## config.mk

```make
export PLATFORM = sky130hd
export DESIGN_NAME = sd_cmd_engine
export DESIGN_NICKNAME = d
export VERILOG_FILES = /design/src/rtl/sd_cmd_pkg.sv /design/src/rtl/sd_cmd_tx.sv /design/src/rtl/sd_cmd_rx.sv /design/src/rtl/sd_cmd_engine.sv
export SDC_FILE = /design/constraint.sdc
export NUM_CORES = 1
export LEC_CHECK = 0
export ABC_CLOCK_PERIOD_IN_PS = 3800
export BUFFER_PORTS_ARGS = -buffer_cell sky130_fd_sc_hd__buf_2
export CORE_MARGIN = 2
export CORE_UTILIZATION = 35
export CTS_CLUSTER_DIAMETER = 100
export DETAILED_ROUTE_END_ITERATION = 16
export PLACE_DENSITY_LB_ADDON = 0.1
export REMOVE_ABC_BUFFERS = 1
export SETUP_SLACK_MARGIN = 0.1
export SYNTH_ARGS = -nofsm -noshare
export SYNTH_HDL_FRONTEND = slang
export SYNTH_HIERARCHICAL = 1
export SYNTH_SLANG_ARGS = --single-unit
```

## constraint.sdc

```tcl
create_clock -name clk_i -period 3.8 [get_ports clk_i]
set_clock_uncertainty 0.15 [all_clocks]
set_input_delay 0.95 -clock clk_i [delete_from_list [all_inputs] [get_ports clk_i]]
set_output_delay 0.95 -clock clk_i [all_outputs]
set_load 0.02 [all_outputs]
```

## src/rtl/sd_cmd_pkg.sv

```systemverilog
package sd_cmd_pkg;
  localparam int ARG_W     = 32;
  localparam int IDX_W     = 6;
  localparam int CRC_W     = 7;
  localparam int CRC_SPAN  = 2 + IDX_W + ARG_W;
  localparam int SHORT_W   = CRC_SPAN + CRC_W + 1;
  localparam int LONG_W    = 136;
  localparam int CMD_REG_W = 11;
  localparam int FLAG_W    = 11;

  localparam int CMD_RESP_BIT  = 6;
  localparam int CMD_LONG_BIT  = 7;
  localparam int CMD_NOCRC_BIT = 8;
  localparam int CMD_EN_BIT    = 10;

  localparam int FL_CRC_FAIL = 0;
  localparam int FL_TIMEOUT  = 2;
  localparam int FL_RESP_END = 6;
  localparam int FL_SENT     = 7;

  typedef enum logic [1:0] {
    ENG_IDLE,
    ENG_SEND,
    ENG_RECV
  } eng_state_e;

  function automatic logic [CRC_W-1:0] crc7_step(input logic [CRC_W-1:0] c, input logic b);
    logic fb;
    fb = b ^ c[CRC_W-1];
    return {c[CRC_W-2:0], 1'b0} ^ (fb ? 7'h09 : 7'h00);
  endfunction

  function automatic logic [CRC_W-1:0] crc7_calc(input logic [CRC_SPAN-1:0] d);
    logic [CRC_W-1:0] c;
    c = '0;
    for (int i = CRC_SPAN - 1; i >= 0; i--) c = crc7_step(c, d[i]);
    return c;
  endfunction
endpackage

```

## src/rtl/sd_cmd_tx.sv

```systemverilog
module sd_cmd_tx #(
  parameter int FRAME_W = 48
) (
  input  logic               clk_i,
  input  logic               rst_ni,
  input  logic               clk_en_i,
  input  logic               load_i,
  input  logic               abort_i,
  input  logic [FRAME_W-1:0] frame_i,
  output logic               line_o,
  output logic               oe_o,
  output logic               done_o
);
  localparam int CNT_W = $clog2(FRAME_W + 1);

  logic [FRAME_W-1:0] sr_q;
  logic [CNT_W-1:0]   left_q;
  logic               busy_q;

  always_ff @(posedge clk_i or negedge rst_ni) begin
    if (!rst_ni) begin
      sr_q   <= '0;
      left_q <= '0;
      busy_q <= 1'b0;
      line_o <= 1'b1;
      oe_o   <= 1'b0;
      done_o <= 1'b0;
    end else begin
      done_o <= 1'b0;
      if (abort_i) begin
        left_q <= '0;
        busy_q <= 1'b0;
        line_o <= 1'b1;
        oe_o   <= 1'b0;
      end else if (load_i) begin
        sr_q   <= frame_i;
        left_q <= CNT_W'(FRAME_W);
        busy_q <= 1'b1;
      end else if (busy_q && clk_en_i) begin
        if (left_q != '0) begin
          line_o <= sr_q[FRAME_W-1];
          oe_o   <= 1'b1;
          sr_q   <= {sr_q[FRAME_W-2:0], 1'b0};
          left_q <= left_q - 1'b1;
        end else begin
          // end bit has had its full card clock; release the line
          line_o <= 1'b1;
          oe_o   <= 1'b0;
          busy_q <= 1'b0;
          done_o <= 1'b1;
        end
      end
    end
  end

  assert_line_on_ce_R3: assert property (@(posedge clk_i) disable iff (!rst_ni)
    (!clk_en_i && !abort_i) |=> ($stable(line_o) && $stable(oe_o)));
endmodule

```

## src/rtl/sd_cmd_rx.sv

```systemverilog
module sd_cmd_rx
  import sd_cmd_pkg::*;
#(
  parameter int TIMEOUT_CLKS = 64
) (
  input  logic              clk_i,
  input  logic              rst_ni,
  input  logic              clk_en_i,
  input  logic              arm_i,
  input  logic              long_i,
  input  logic              abort_i,
  input  logic              line_i,
  output logic              done_o,
  output logic              timeout_o,
  output logic [CRC_W-1:0]  crc_o,
  output logic [LONG_W-1:0] frame_o
);
  localparam int CNT_W = $clog2(LONG_W + 1);
  localparam int TW    = $clog2(TIMEOUT_CLKS + 1);

  logic             waiting_q, receiving_q, long_q;
  logic [CNT_W-1:0] cnt_q;
  logic [TW-1:0]    wcnt_q;
  logic [CNT_W-1:0] total;

  assign total = long_q ? CNT_W'(LONG_W) : CNT_W'(SHORT_W);

  always_ff @(posedge clk_i or negedge rst_ni) begin
    if (!rst_ni) begin
      waiting_q   <= 1'b0;
      receiving_q <= 1'b0;
      long_q      <= 1'b0;
      cnt_q       <= '0;
      wcnt_q      <= '0;
      crc_o       <= '0;
      frame_o     <= '0;
      done_o      <= 1'b0;
      timeout_o   <= 1'b0;
    end else begin
      done_o    <= 1'b0;
      timeout_o <= 1'b0;
      if (abort_i) begin
        waiting_q   <= 1'b0;
        receiving_q <= 1'b0;
      end else if (arm_i) begin
        waiting_q   <= 1'b1;
        receiving_q <= 1'b0;
        long_q      <= long_i;
        cnt_q       <= '0;
        wcnt_q      <= '0;
      end else if (clk_en_i) begin
        if (waiting_q) begin
          if (!line_i) begin
            waiting_q   <= 1'b0;
            receiving_q <= 1'b1;
            frame_o     <= {frame_o[LONG_W-2:0], line_i};
            cnt_q       <= CNT_W'(1);
            crc_o       <= crc7_step('0, line_i);
          end else if (wcnt_q == TW'(TIMEOUT_CLKS - 1)) begin
            waiting_q <= 1'b0;
            timeout_o <= 1'b1;
          end else begin
            wcnt_q <= wcnt_q + 1'b1;
          end
        end else if (receiving_q) begin
          frame_o <= {frame_o[LONG_W-2:0], line_i};
          cnt_q   <= cnt_q + 1'b1;
          if (cnt_q < CNT_W'(CRC_SPAN)) crc_o <= crc7_step(crc_o, line_i);
          if (cnt_q == total - 1'b1) begin
            receiving_q <= 1'b0;
            done_o      <= 1'b1;
          end
        end
      end
    end
  end

  assert_single_outcome_R8: assert property (@(posedge clk_i) disable iff (!rst_ni)
    !(done_o && timeout_o));
endmodule

```

## src/rtl/sd_cmd_engine.sv

```systemverilog
module sd_cmd_engine
  import sd_cmd_pkg::*;
#(
  parameter int TIMEOUT_CLKS = 64
) (
  input  logic                 clk_i,
  input  logic                 rst_ni,
  input  logic                 card_ce_i,
  input  logic                 cmd_we_i,
  input  logic [CMD_REG_W-1:0] cmd_wdata_i,
  input  logic [ARG_W-1:0]     arg_i,
  input  logic                 clr_we_i,
  input  logic [FLAG_W-1:0]    clr_wdata_i,
  input  logic                 cmd_i,
  output logic                 cmd_o,
  output logic                 cmd_oe_o,
  output logic [FLAG_W:0]      status_o,
  output logic [IDX_W-1:0]     resp_idx_o,
  output logic [31:0]          resp0_o,
  output logic [31:0]          resp1_o,
  output logic [31:0]          resp2_o,
  output logic [31:0]          resp3_o
);
  eng_state_e state_q;
  logic resp_exp_q, long_q, nocrc_q;
  logic start, abort;
  logic [SHORT_W-1:0] frame;
  logic [IDX_W-1:0]   idx;
  logic tx_done, rx_arm, rx_done, rx_tout, crc_ok;
  logic [CRC_W-1:0]  rx_crc;
  logic [LONG_W-1:0] rx_frame;
  logic [FLAG_W-1:0] flags_q, set_vec, clr_mask;
  logic unused_bits;

  assign unused_bits = ^{cmd_wdata_i[9], rx_frame[LONG_W-1:LONG_W-2], rx_frame[0],
                         rx_frame[SHORT_W-1:SHORT_W-2]};

  assign idx   = cmd_wdata_i[IDX_W-1:0];
  assign start = cmd_we_i && cmd_wdata_i[CMD_EN_BIT] && (state_q == ENG_IDLE);
  assign abort = cmd_we_i && !cmd_wdata_i[CMD_EN_BIT] && (state_q != ENG_IDLE);
  assign frame = {1'b0, 1'b1, idx, arg_i, crc7_calc({2'b01, idx, arg_i}), 1'b1};

  sd_cmd_tx #(.FRAME_W(SHORT_W)) i_tx (
    .clk_i    (clk_i),
    .rst_ni   (rst_ni),
    .clk_en_i (card_ce_i),
    .load_i   (start),
    .abort_i  (abort),
    .frame_i  (frame),
    .line_o   (cmd_o),
    .oe_o     (cmd_oe_o),
    .done_o   (tx_done)
  );

  assign rx_arm = tx_done && resp_exp_q && (state_q == ENG_SEND) && !abort;

  sd_cmd_rx #(.TIMEOUT_CLKS(TIMEOUT_CLKS)) i_rx (
    .clk_i     (clk_i),
    .rst_ni    (rst_ni),
    .clk_en_i  (card_ce_i),
    .arm_i     (rx_arm),
    .long_i    (long_q),
    .abort_i   (abort),
    .line_i    (cmd_i),
    .done_o    (rx_done),
    .timeout_o (rx_tout),
    .crc_o     (rx_crc),
    .frame_o   (rx_frame)
  );

  // long responses and reserved CRC fields are taken as good
  assign crc_ok = long_q || nocrc_q || (rx_crc == rx_frame[CRC_W:1]);

  always_comb begin
    set_vec = '0;
    if (!abort) begin
      set_vec[FL_SENT]     = (state_q == ENG_SEND) && tx_done && !resp_exp_q;
      set_vec[FL_RESP_END] = (state_q == ENG_RECV) && rx_done && crc_ok;
      set_vec[FL_CRC_FAIL] = (state_q == ENG_RECV) && rx_done && !crc_ok;
      set_vec[FL_TIMEOUT]  = (state_q == ENG_RECV) && rx_tout;
    end
  end

  assign clr_mask = clr_we_i ? clr_wdata_i : '0;

  always_ff @(posedge clk_i or negedge rst_ni) begin
    if (!rst_ni) begin
      state_q    <= ENG_IDLE;
      resp_exp_q <= 1'b0;
      long_q     <= 1'b0;
      nocrc_q    <= 1'b0;
      flags_q    <= '0;
    end else begin
      flags_q <= (flags_q & ~clr_mask) | set_vec;
      unique case (state_q)
        ENG_IDLE: if (start) begin
          state_q    <= ENG_SEND;
          resp_exp_q <= cmd_wdata_i[CMD_RESP_BIT];
          long_q     <= cmd_wdata_i[CMD_RESP_BIT] && cmd_wdata_i[CMD_LONG_BIT];
          nocrc_q    <= cmd_wdata_i[CMD_NOCRC_BIT];
        end
        ENG_SEND: begin
          if (abort)        state_q <= ENG_IDLE;
          else if (tx_done) state_q <= resp_exp_q ? ENG_RECV : ENG_IDLE;
        end
        ENG_RECV: if (abort || rx_done || rx_tout) state_q <= ENG_IDLE;
        default: state_q <= ENG_IDLE;
      endcase
    end
  end

  always_ff @(posedge clk_i or negedge rst_ni) begin
    if (!rst_ni) begin
      resp_idx_o <= '0;
      resp0_o    <= '0;
      resp1_o    <= '0;
      resp2_o    <= '0;
      resp3_o    <= '0;
    end else if ((state_q == ENG_RECV) && rx_done && !abort) begin
      if (long_q) begin
        resp_idx_o <= rx_frame[LONG_W-3 -: IDX_W];
        resp0_o    <= rx_frame[127:96];
        resp1_o    <= rx_frame[95:64];
        resp2_o    <= rx_frame[63:32];
        resp3_o    <= {rx_frame[31:1], 1'b0};
      end else begin
        resp_idx_o <= rx_frame[SHORT_W-3 -: IDX_W];
        resp0_o    <= rx_frame[CRC_W+ARG_W:CRC_W+1];
      end
    end
  end

  assign status_o = {state_q != ENG_IDLE, flags_q};

  assert_busy_after_go_R2: assert property (@(posedge clk_i) disable iff (!rst_ni)
    start |=> status_o[FLAG_W]);
  assert_idle_line_free_R3: assert property (@(posedge clk_i) disable iff (!rst_ni)
    (state_q == ENG_IDLE) |-> !cmd_oe_o);
  assert_sent_only_noresp_R4: assert property (@(posedge clk_i) disable iff (!rst_ni)
    $rose(flags_q[FL_SENT]) |-> !resp_exp_q);
  assert_timeout_flag_R8: assert property (@(posedge clk_i) disable iff (!rst_ni)
    ((state_q == ENG_RECV) && rx_tout && !abort) |=> flags_q[FL_TIMEOUT]);
  assert_clear_works_R9: assert property (@(posedge clk_i) disable iff (!rst_ni)
    (clr_we_i && clr_wdata_i[FL_RESP_END] && !set_vec[FL_RESP_END]) |=> !flags_q[FL_RESP_END]);
  assert_abort_release_R10: assert property (@(posedge clk_i) disable iff (!rst_ni)
    abort |=> (!cmd_oe_o && !status_o[FLAG_W]));
endmodule

```

* Word-level counts from Yosys, hierarchy flattened *
Cells that the tools add are included.

storage, ports and cells
  register bits = 368
  output and inout bits = 148
  logic and storage cells = 295
  bits of input ports = 60

operators by class
  reduce and logical (&&, ||, !) cells = 52
  mux-type cells = 117
  add/subtract/negate cells = 4
  bitwise gates (word level) = 82
  order comparisons = 1
  equal/unequal tests = 14

operator list
  cell                                                number
  2-to-1 mux 134 bit                                  3
  bitwise XOR 7 x 4 -> 7 bit                          36
  2-to-1 mux 4 bit                                    39
  2-to-1 mux 48 bit                                   3
  2-to-1 mux 7 bit                                    9
  2-to-1 mux 8 bit                                    6
  2-to-1 mux 1 bit                                    43
  bitwise XOR 1 bit                                   36
  2-to-1 mux 32 bit                                   1
  2-to-1 mux 6 bit                                    5
  nonzero test 2 bit                                  9
  logical AND 1 bit                                   16
  AND reduction 2 bit                                 7
  2-to-1 mux 2 bit                                    6
  nonzero test 3 bit                                  4
  bitwise AND 11 bit                                  1
  2-to-1 mux 11 bit                                   1
  inverter 11 bit                                     1
  OR 11 x 8 -> 11 bit                                 1
  AND reduction 5 bit                                 2
  != test 3 x 2 -> 1 bit, second input constant       3
  adder 8 x 1 -> 8 bit, second input constant         1
  equality test 8 bit                                 1
  < comparator 8 x 6 -> 1 bit, second input constant  1
  23 further kinds                                    35

* Depth between registers and ports, before layout *
Gate-level depths: netlist (run 1).

  word-level depth = 110
  depth in mapped cells = 9
  gate-level depth less buffers = 8

* By module *
Netlist (run 1), hierarchy kept.

by module, submodules not included
  module         instances  cells an instance  area each (um2)  sequential area each (um2)
  sd_cmd_engine  1          495                6,770.2          3,728.6
  sd_cmd_rx      1          447                6,536.3          4,078.9
  sd_cmd_tx      1          211                2,945.3          1,452.6

* Worst setup path after synthesis (run 1) *
No wires, ideal clock.

  path type = input -> register
  from = input cmd_wdata_i[1]
  to = register i_tx.sr_q[6]
  arrival = 3,482 ps
  stages = 7
  data required time = 3,525 ps
  path slack = 43 ps
  buffers on the path = 0
  cells stage by stage = xnor3_2 -> xor3_2 -> xnor3_2 -> xor3_2 -> xnor3_1 -> mux2_2 -> mux2_4

between the ends
  word-level cells in the longest chain between the ends = 51

ends and longest elaborated chain
  element                                                                 RTL line                            RTL
  from (decl)                                                             sd_cmd_engine.sv:10                 input logic [CMD_REG_W-1:0] cmd_wdata_i,
  bitwise XOR 1 bit *                                                     sd_cmd_pkg.sv:29                    fb = b ^ c[CRC_W-1];
  2-to-1 mux 4 bit *                                                      sd_cmd_pkg.sv:30                    return {c[CRC_W-2:0], 1'b0} ^ (fb ? 7'h09 : 7'h00);
  bitwise XOR 7 x 4 -> 7 bit * (4 in series)                              sd_cmd_pkg.sv:30
  bitwise XOR 1 bit / bitwise XOR 7 x 4 -> 7 bit (equally long branches)  sd_cmd_pkg.sv:29, sd_cmd_pkg.sv:30
  2-to-1 mux 4 bit / bitwise XOR 7 x 4 -> 7 bit (equally long branches)   sd_cmd_pkg.sv:30
  bitwise XOR 7 x 4 -> 7 bit * (4 in series)                              sd_cmd_pkg.sv:30
  bitwise XOR 1 bit / bitwise XOR 7 x 4 -> 7 bit (equally long branches)  sd_cmd_pkg.sv:29, sd_cmd_pkg.sv:30
  2-to-1 mux 4 bit / bitwise XOR 7 x 4 -> 7 bit (equally long branches)   sd_cmd_pkg.sv:30
  [22 not listed]                                                         --
  bitwise XOR 1 bit / bitwise XOR 7 x 4 -> 7 bit (equally long branches)  sd_cmd_pkg.sv:29, sd_cmd_pkg.sv:30
  2-to-1 mux 4 bit / bitwise XOR 7 x 4 -> 7 bit (equally long branches)   sd_cmd_pkg.sv:30
  bitwise XOR 7 x 4 -> 7 bit * (4 in series)                              sd_cmd_pkg.sv:30
  bitwise XOR 1 bit / bitwise XOR 7 x 4 -> 7 bit (equally long branches)  sd_cmd_pkg.sv:29, sd_cmd_pkg.sv:30
  2-to-1 mux 4 bit / bitwise XOR 7 x 4 -> 7 bit (equally long branches)   sd_cmd_pkg.sv:30
  bitwise XOR 7 x 4 -> 7 bit * (6 in series)                              sd_cmd_pkg.sv:30
  net frame[6]                                                            sd_cmd_engine.sv:27                 logic [SHORT_W-1:0] frame;
  2-to-1 mux 48 bit *                                                     sd_cmd_tx.sv:35                     end else if (load_i) begin
  to (signal assigned)                                                    sd_cmd_tx.sv:36                     sr_q <= frame_i;
  to (signal assigned)                                                    sd_cmd_tx.sv:43                     sr_q <= {sr_q[FRAME_W-2:0], 1'b0};
  to (decl)                                                               sd_cmd_tx.sv:16                     logic [FRAME_W-1:0] sr_q;

Mark *: on every way through the listed nets, which the timed path passes. The rest lies on a longest branch.
A chain may end at the register's enable or synchronous reset.

* Final worst setup path (run 1) *
  from = input cmd_wdata_i[1]
  to = register i_tx.sr_q[5]

between the ends
  word-level cells in the longest chain between the ends = 53

ends and longest elaborated chain
  element                                     RTL line
  bitwise XOR 1 bit *                         sd_cmd_pkg.sv:29
  2-to-1 mux 4 bit *                          sd_cmd_pkg.sv:30
  bitwise XOR 7 x 4 -> 7 bit * (4 in series)  sd_cmd_pkg.sv:30
  bitwise XOR 1 bit                           sd_cmd_pkg.sv:29
  2-to-1 mux 4 bit                            sd_cmd_pkg.sv:30
  bitwise XOR 7 x 4 -> 7 bit * (4 in series)  sd_cmd_pkg.sv:30
  bitwise XOR 1 bit                           sd_cmd_pkg.sv:29
  2-to-1 mux 4 bit                            sd_cmd_pkg.sv:30
  [28 not listed]                             --
  bitwise XOR 1 bit                           sd_cmd_pkg.sv:29
  2-to-1 mux 4 bit                            sd_cmd_pkg.sv:30
  bitwise XOR 7 x 4 -> 7 bit * (4 in series)  sd_cmd_pkg.sv:30
  bitwise XOR 1 bit                           sd_cmd_pkg.sv:29
  2-to-1 mux 4 bit                            sd_cmd_pkg.sv:30
  bitwise XOR 7 x 4 -> 7 bit * (2 in series)  sd_cmd_pkg.sv:30
  net frame[5]                                sd_cmd_engine.sv:27
  2-to-1 mux 48 bit *                         sd_cmd_tx.sv:35

Marked as above.

==> metrics.yaml, run 1 <==
worst_hold_path:
  hp-class: "in -> async"
pwr:
  finalPower_w: 0.0108
  net-switching-power_w: 0.00272
  comb_power_share_pct: 20.7
  total_leakage_power_nw: 10.1
  power_frac_clock_pct: 37.8
  seqPwrFrac_pct: 41.5
  switching_part_of_the_total_pct: 25.1
  power_report.internal_total_w: 0.00811
  vdd.ir_drop.worst_uv: 322
  powerDensity_nw_per_um2: 553
worst_setup_path:
  maximum_net_fanout_on_the_critical_path: 2
  worst_r2r_endpoint: "i_rx/frame_o[80]"
  reg2reg_depth: 5
  ff2ff_setup_slack_ns: 1.27
  crit_path_end: "i_tx/sr_q[5]"
  critPathCaptureType: "register"
  critical_path.startpoint: "cmd_wdata_i[1]"
  critical_path.startpoint_type: "primary input"
  crit-reg2reg-launch: "state_q[1]"
  required_ns: 4.10
  criticalPathCategory: "in -> reg"
  cp_data_arrival_time_ns: 3.63
detailed_routing:
  detailedRoute.firstPassIterationCount: 4
  drt-wirelength-per-cell_um: 16.9
  route.final.wire_length_um: 34000
  vias: 9540
  initialDrtViolationCount: 317
  route.antenna.remaining_nets: 0
  drc_errors: 0
  avgViaCountPerCell: 4.74
synthesis:
  yosys_warnings: 6
  synthesis.area_um2: 16200
  synthCells: 1149
  synth_area_per_cell_um2: 14.1
timing:
  final-setup-viol-count: 0
  rsz_0062_raised_after_global_routing: "no"
  finalHoldViolCount: 0
  fmax_mhz: 301
  fin_crit_ns: 3.33
  relSlewSlack_pct: 44.3
  tightest_slew_ns: 0.830
  timing.final.crit_share_pct: 87.5
  post-route-worst-setup-slack_ns: 0.475
  finalMaxSlewViolations: 0
  setup_tns_ns: 0
layout:
  antenna_cells: 0
  area_growth_syn_to_layout_pct: 20.9
  layout-drive-gt1-share_pct: 37.2
  final_nets: 1446
  layout_common_cells: "366 x dfrtp_1, 204 x buf_2, 171 x mux2_2"
  n_fill_cell: 4269
  mostFrequentLayoutCell: "dfrtp_1"
grt:
  first_global_vias: 9848
  global_route_usage_over_all_layers_pct: 14.5
  wire_length_of_the_first_global_routing_pass_um: 55000
  grt_start_max_net_pins: 120
  initial_antenna_violation_count: 0
  globalRouteOverflowTotal: 0
clock_tree:
  cts.clk_slew.worst_paths_ns: 0.06
  ctsLongestPathBuffers: 3
  cts_made_buffers: 43
  postCtsResizedCells: 0
  clock_sinks: 368
  tritoncts: "done"
  root_buffer: "clkbuf_16"
  cts_htree_levels: 2
  total_of_hold_buffers_inserted_after_clock_tree_synthesis: 0
  cts_post_setup_buffers_inserted: 0
  clk_latency_ns: 0.57
placement:
  hpwl_um: 22600
  place.port_buffers: 205
  gp_congestion: 0.746
  placement.setup.worst_slack_ns: -0.115
floorplanning:
  ioPinCount: 208
  placementRows: 78
  floorplan.initialDensity_pct: 35.6
  die-area_um2: 48000
  coreArea_um2: 45500
  vert_die_dim_um: 219
  die_width_um: 219
run_status:
  status: "finished, final reports clean"
flow_run:
  cap_violations: 0
-- registers in the layout, summed over array words and instances (netlist names), 8 cells and up --
| signal | cells |
|---|---|
| i_rx/frame_o | 134 |
| i_tx/sr_q | 48 |
| resp0_o | 32 |
| resp1_o | 32 |
| resp2_o | 32 |
| resp3_o | 31 |
| flags_q | 11 |
| i_rx/cnt_q | 8 |
-- power groups by stage --
stage | clock network [W] | registers (W) | logic (W)
after detailed placement | 0 | 0.00456 | 0.00227
after CTS | 0.00427 | 0.00450 | 0.00228
after global placement | 0 | 0.00456 | 0.00225
final | 0.00409 | 0.00450 | 0.00224
after global routing | 0.00445 | 0.00455 | 0.00247
after floorplan | 0 | 0.00454 | 0.00171
-- metrics by stage --
| step | instances | cell area [um^2] | hold WS [ns] | utilization, % |
|---|---|---|---|---|
| floorplan | 1093 | 15900 | 0.290 | - |
| global placement | 1937 | 18100 | 0.309 | 39.9 |
| detailed placement | 1937 | 18100 | 0.314 | 39.9 |
| CTS | 2012 | 19600 | 0.212 | 43.0 |
| global route | 2012 | 19600 | 0.223 | 43.0 |
| finish | 2012 | 19600 | 0.208 | 43.0 |
-- critical path: stages --
cell	delay [ns]
buf_2	0.09
xnor3_2	0.44
xor3_2	0.41
xnor3_4	0.47
xnor2_1	0.28
xor3_1	0.46
mux2_2	0.27
mux2_4	0.25
-- area by class of cell --
class | instances | area (um^2) | area share [%]
sequential | 368 | 9210 | 47.1
multi-input combinational | 711 | 6670 | 34.1
timing repair buffer | 244 | 1450 | 7.43
clock buffer | 68 | 1330 | 6.80
tap | 600 | 751 | 3.84
clock inverter | 7 | 97.6 | 0.499
inverter | 14 | 52.6 | 0.269
-- layer usage --
metal	vias up	GRT usage, %	part of all wire (%)
met3	43	3.66	4.4
met4	0	3.81	1.9
met5	-	0	0
li1	4553	-	-
met2	154	23.4	47
met1	4790	19.4	47
-- worst min path at each step --
stage               slack (ns)             to
floorplan                 0.29     flags_q[7]
global placement          0.31  resp_idx_o[0]
detailed placement        0.31    resp0_o[31]
CTS                       0.21    resp3_o[25]
global route              0.22     flags_q[8]
finish                    0.21     flags_q[1]
Power figures use the tool's default switching activity.
==> inputs of run 2 (changes only) <==
- CORE_MARGIN: 2 -> default
- PLACE_DENSITY: default -> 0.53
- PLACE_DENSITY_LB_ADDON: 0.1 -> default
==> metrics.yaml, run 2 (same netlist as run 1, synthesis figures left out) <==
run_status:
  status: "finished, final reports clean"  # unchanged
layout:
  n_fill_cell: 4282  # was 4,269
  regMostFlops: "i_rx/frame_o"  # unchanged
  largestRegisters: "i_rx/frame_o x134, i_tx/sr_q x48"  # unchanged
  largest_register_ff_count: 134  # unchanged
  mostFrequentLayoutCell: "dfrtp_1"  # unchanged
  antenna_cells: 0  # unchanged
  layout-drive-gt1-share_pct: 37.0  # was 37.2%
  final_nets: 1444  # was 1,446
  layout_common_cells: "366 x dfrtp_1, 204 x buf_2, 171 x mux2_2"  # unchanged
  area_growth_syn_to_layout_pct: 20.9  # about the same
placement:
  gp_congestion: 0.747  # was 0.746
  hpwl_um: 22500  # was 22,600 um
  placement.setup.worst_slack_ns: -0.124  # was -0.115 ns
  place.port_buffers: 205  # unchanged
detailed_routing:
  drc_errors: 0  # unchanged
  route.final.wire_length_um: 33600  # was 34,000 um
  detailedRoute.firstPassIterationCount: 6  # was 4
  drt-wirelength-per-cell_um: 16.7  # was 16.9 um
  vias: 9522  # was 9,540
  route.antenna.remaining_nets: 0  # unchanged
  avgViaCountPerCell: 4.74  # about the same
  initialDrtViolationCount: 491  # was 317
grt:
  global_route.peak_usage_layer: "met2"  # unchanged
  first_global_vias: 9918  # was 9,848
  met3_usage_pct: 3.66  # about the same
  globalRouteOverflowTotal: 0  # unchanged
  global_route_usage_over_all_layers_pct: 14.7  # was 14.5%
  initial_antenna_violation_count: 0  # unchanged
  global_route.usage.met1_pct: 20.8  # was 19.4%
  grt_start_max_net_pins: 92  # was 120
  use_met2_pct: 22.4  # was 23.4%
  wire_length_of_the_first_global_routing_pass_um: 55400  # was 55,000 um
clock_tree:
  total_of_hold_buffers_inserted_after_clock_tree_synthesis: 0  # unchanged
  cts.clk_slew.worst_paths_ns: 0.06  # about the same
  root_buffer: "clkbuf_16"  # unchanged
  clk_latency_ns: 0.58  # was 0.57 ns
  cts_made_buffers: 43  # unchanged
  ctsLongestPathBuffers: 3  # unchanged
  postCtsResizedCells: 0  # unchanged
  tritoncts: "done"  # unchanged
  cts_htree_levels: 2  # unchanged
  clock_sinks: 368  # unchanged
  cts_post_setup_buffers_inserted: 0  # unchanged
worst_setup_path:
  required_ns: 4.11  # was 4.10 ns
  crit_path_end: "i_tx/sr_q[5]"  # unchanged
  worst_r2r_endpoint: "i_tx/sr_q[23]"  # was i_rx/frame_o[80]
  critical_path.startpoint: "cmd_wdata_i[1]"  # unchanged
  criticalPathCategory: "in -> reg"  # unchanged
  crit-reg2reg-launch: "state_q[1]"  # unchanged
  ff2ff_setup_slack_ns: 1.30  # was 1.27 ns
  critPathCaptureType: "register"  # unchanged
  critical_path.startpoint_type: "primary input"  # unchanged
  reg2reg_depth: 6  # was 5
  maximum_net_fanout_on_the_critical_path: 2  # unchanged
  cp_data_arrival_time_ns: 3.65  # was 3.63 ns
timing:
  finalHoldViolCount: 0  # unchanged
  hold-worst-slack_ns: 0.217  # was 0.208 ns
  timing.final.crit_share_pct: 87.9  # was 87.5%
  finalMaxSlewViolations: 0  # unchanged
  relSlewSlack_pct: 46.8  # was 44.3%
  post-route-worst-setup-slack_ns: 0.460  # was 0.475 ns
  fmax_mhz: 299  # was 301 MHz
  fin_crit_ns: 3.34  # was 3.33 ns
  rsz_0062_raised_after_global_routing: "no"  # unchanged
  tightest_slew_ns: 0.798  # was 0.830 ns
  final-setup-viol-count: 0  # unchanged
floorplanning:
  die-area_um2: 47100  # was 48,000 um^2
  die_width_um: 217  # was 219 um
  placementRows: 78  # unchanged
  vert_die_dim_um: 217  # was 219 um
  coreArea_um2: 45500  # unchanged
  ioPinCount: 208  # unchanged
  floorplan.initialDensity_pct: 35.6  # unchanged
pwr:
  total_leakage_power_nw: 10.1  # about the same
  powerDensity_nw_per_um2: 553  # about the same
  vdd.ir_drop.worst_uv: 395  # was 322 uV
flow_run:
  cap_violations: 0  # unchanged
worst_hold_path:
  hp-class: "in -> async"  # unchanged
## run 2: changes by cell type in the layout (fill, tap and decap cells not counted), sizes merged
cell      delta
clkinvlp     +1
buf          -2
clkbuf       -3
clkinv       +2
## run 2: cell type report
cell class                      instances  area (um^2)  area share (%)
Sequential cell                       368         9210            47.1
Multi-Input combinational cell        711         6670            34.1
Clock inverter                         10          143           0.729
Clock buffer                           65         1280            6.54
Timing Repair Buffer                  242         1450            7.42
Inverter                               14         52.6           0.269
Tap cell                              600          751            3.84
## run 2: report_power, final
group,switching (W),internal (W)
Clock,0.00168,0.00241
Sequential,0.000235,0.00427
Combinational,0.000864,0.00136
## run 2: worst max-delay path, cell delays in order
cell and delay [ns]:
buf_2 0.09, xnor3_2 0.44, xor3_2 0.42, xnor3_4 0.47
xnor2_1 0.28, xor3_1 0.47, mux2_2 0.27, mux2_4 0.25
## run 2: per-stage QoR
stage,setup TNS [ns],total power [W],cell area [um^2],util [%],cells
finish,0,0.0108,19600,43.0,2010
global route,0,0.0114,19600,43.0,2010
CTS,0,0.0110,19600,43.0,2010
detailed placement,-0.337,0.00683,18100,39.9,1935
global placement,-0.226,0.00679,18100,39.9,1935
floorplan,-777.03,0.00625,15900,-,1093
## run 2: worst min-delay path by stage
stage          slack, ns         from     endpoint  cells after the start
2_1_floorplan       0.29   resp_exp_q   flags_q[7]                      1
3_3_place_gp        0.31  resp0_o[25]  resp0_o[25]                      2
3_5_place_dp        0.32  resp0_o[22]  resp0_o[22]                      2
4_1_cts             0.27       rst_ni  flags_q[10]                      1
5_1_grt             0.30       rst_ni  flags_q[10]                      1
6_report            0.22       rst_ni  flags_q[10]                      1
## run 2: layer usage
metal  vias up  routed length (um)
li1       4546                   -
met1      4761               16200
met2       172               15100
met3        43                1650
met4         0                 614
met5         -                   0
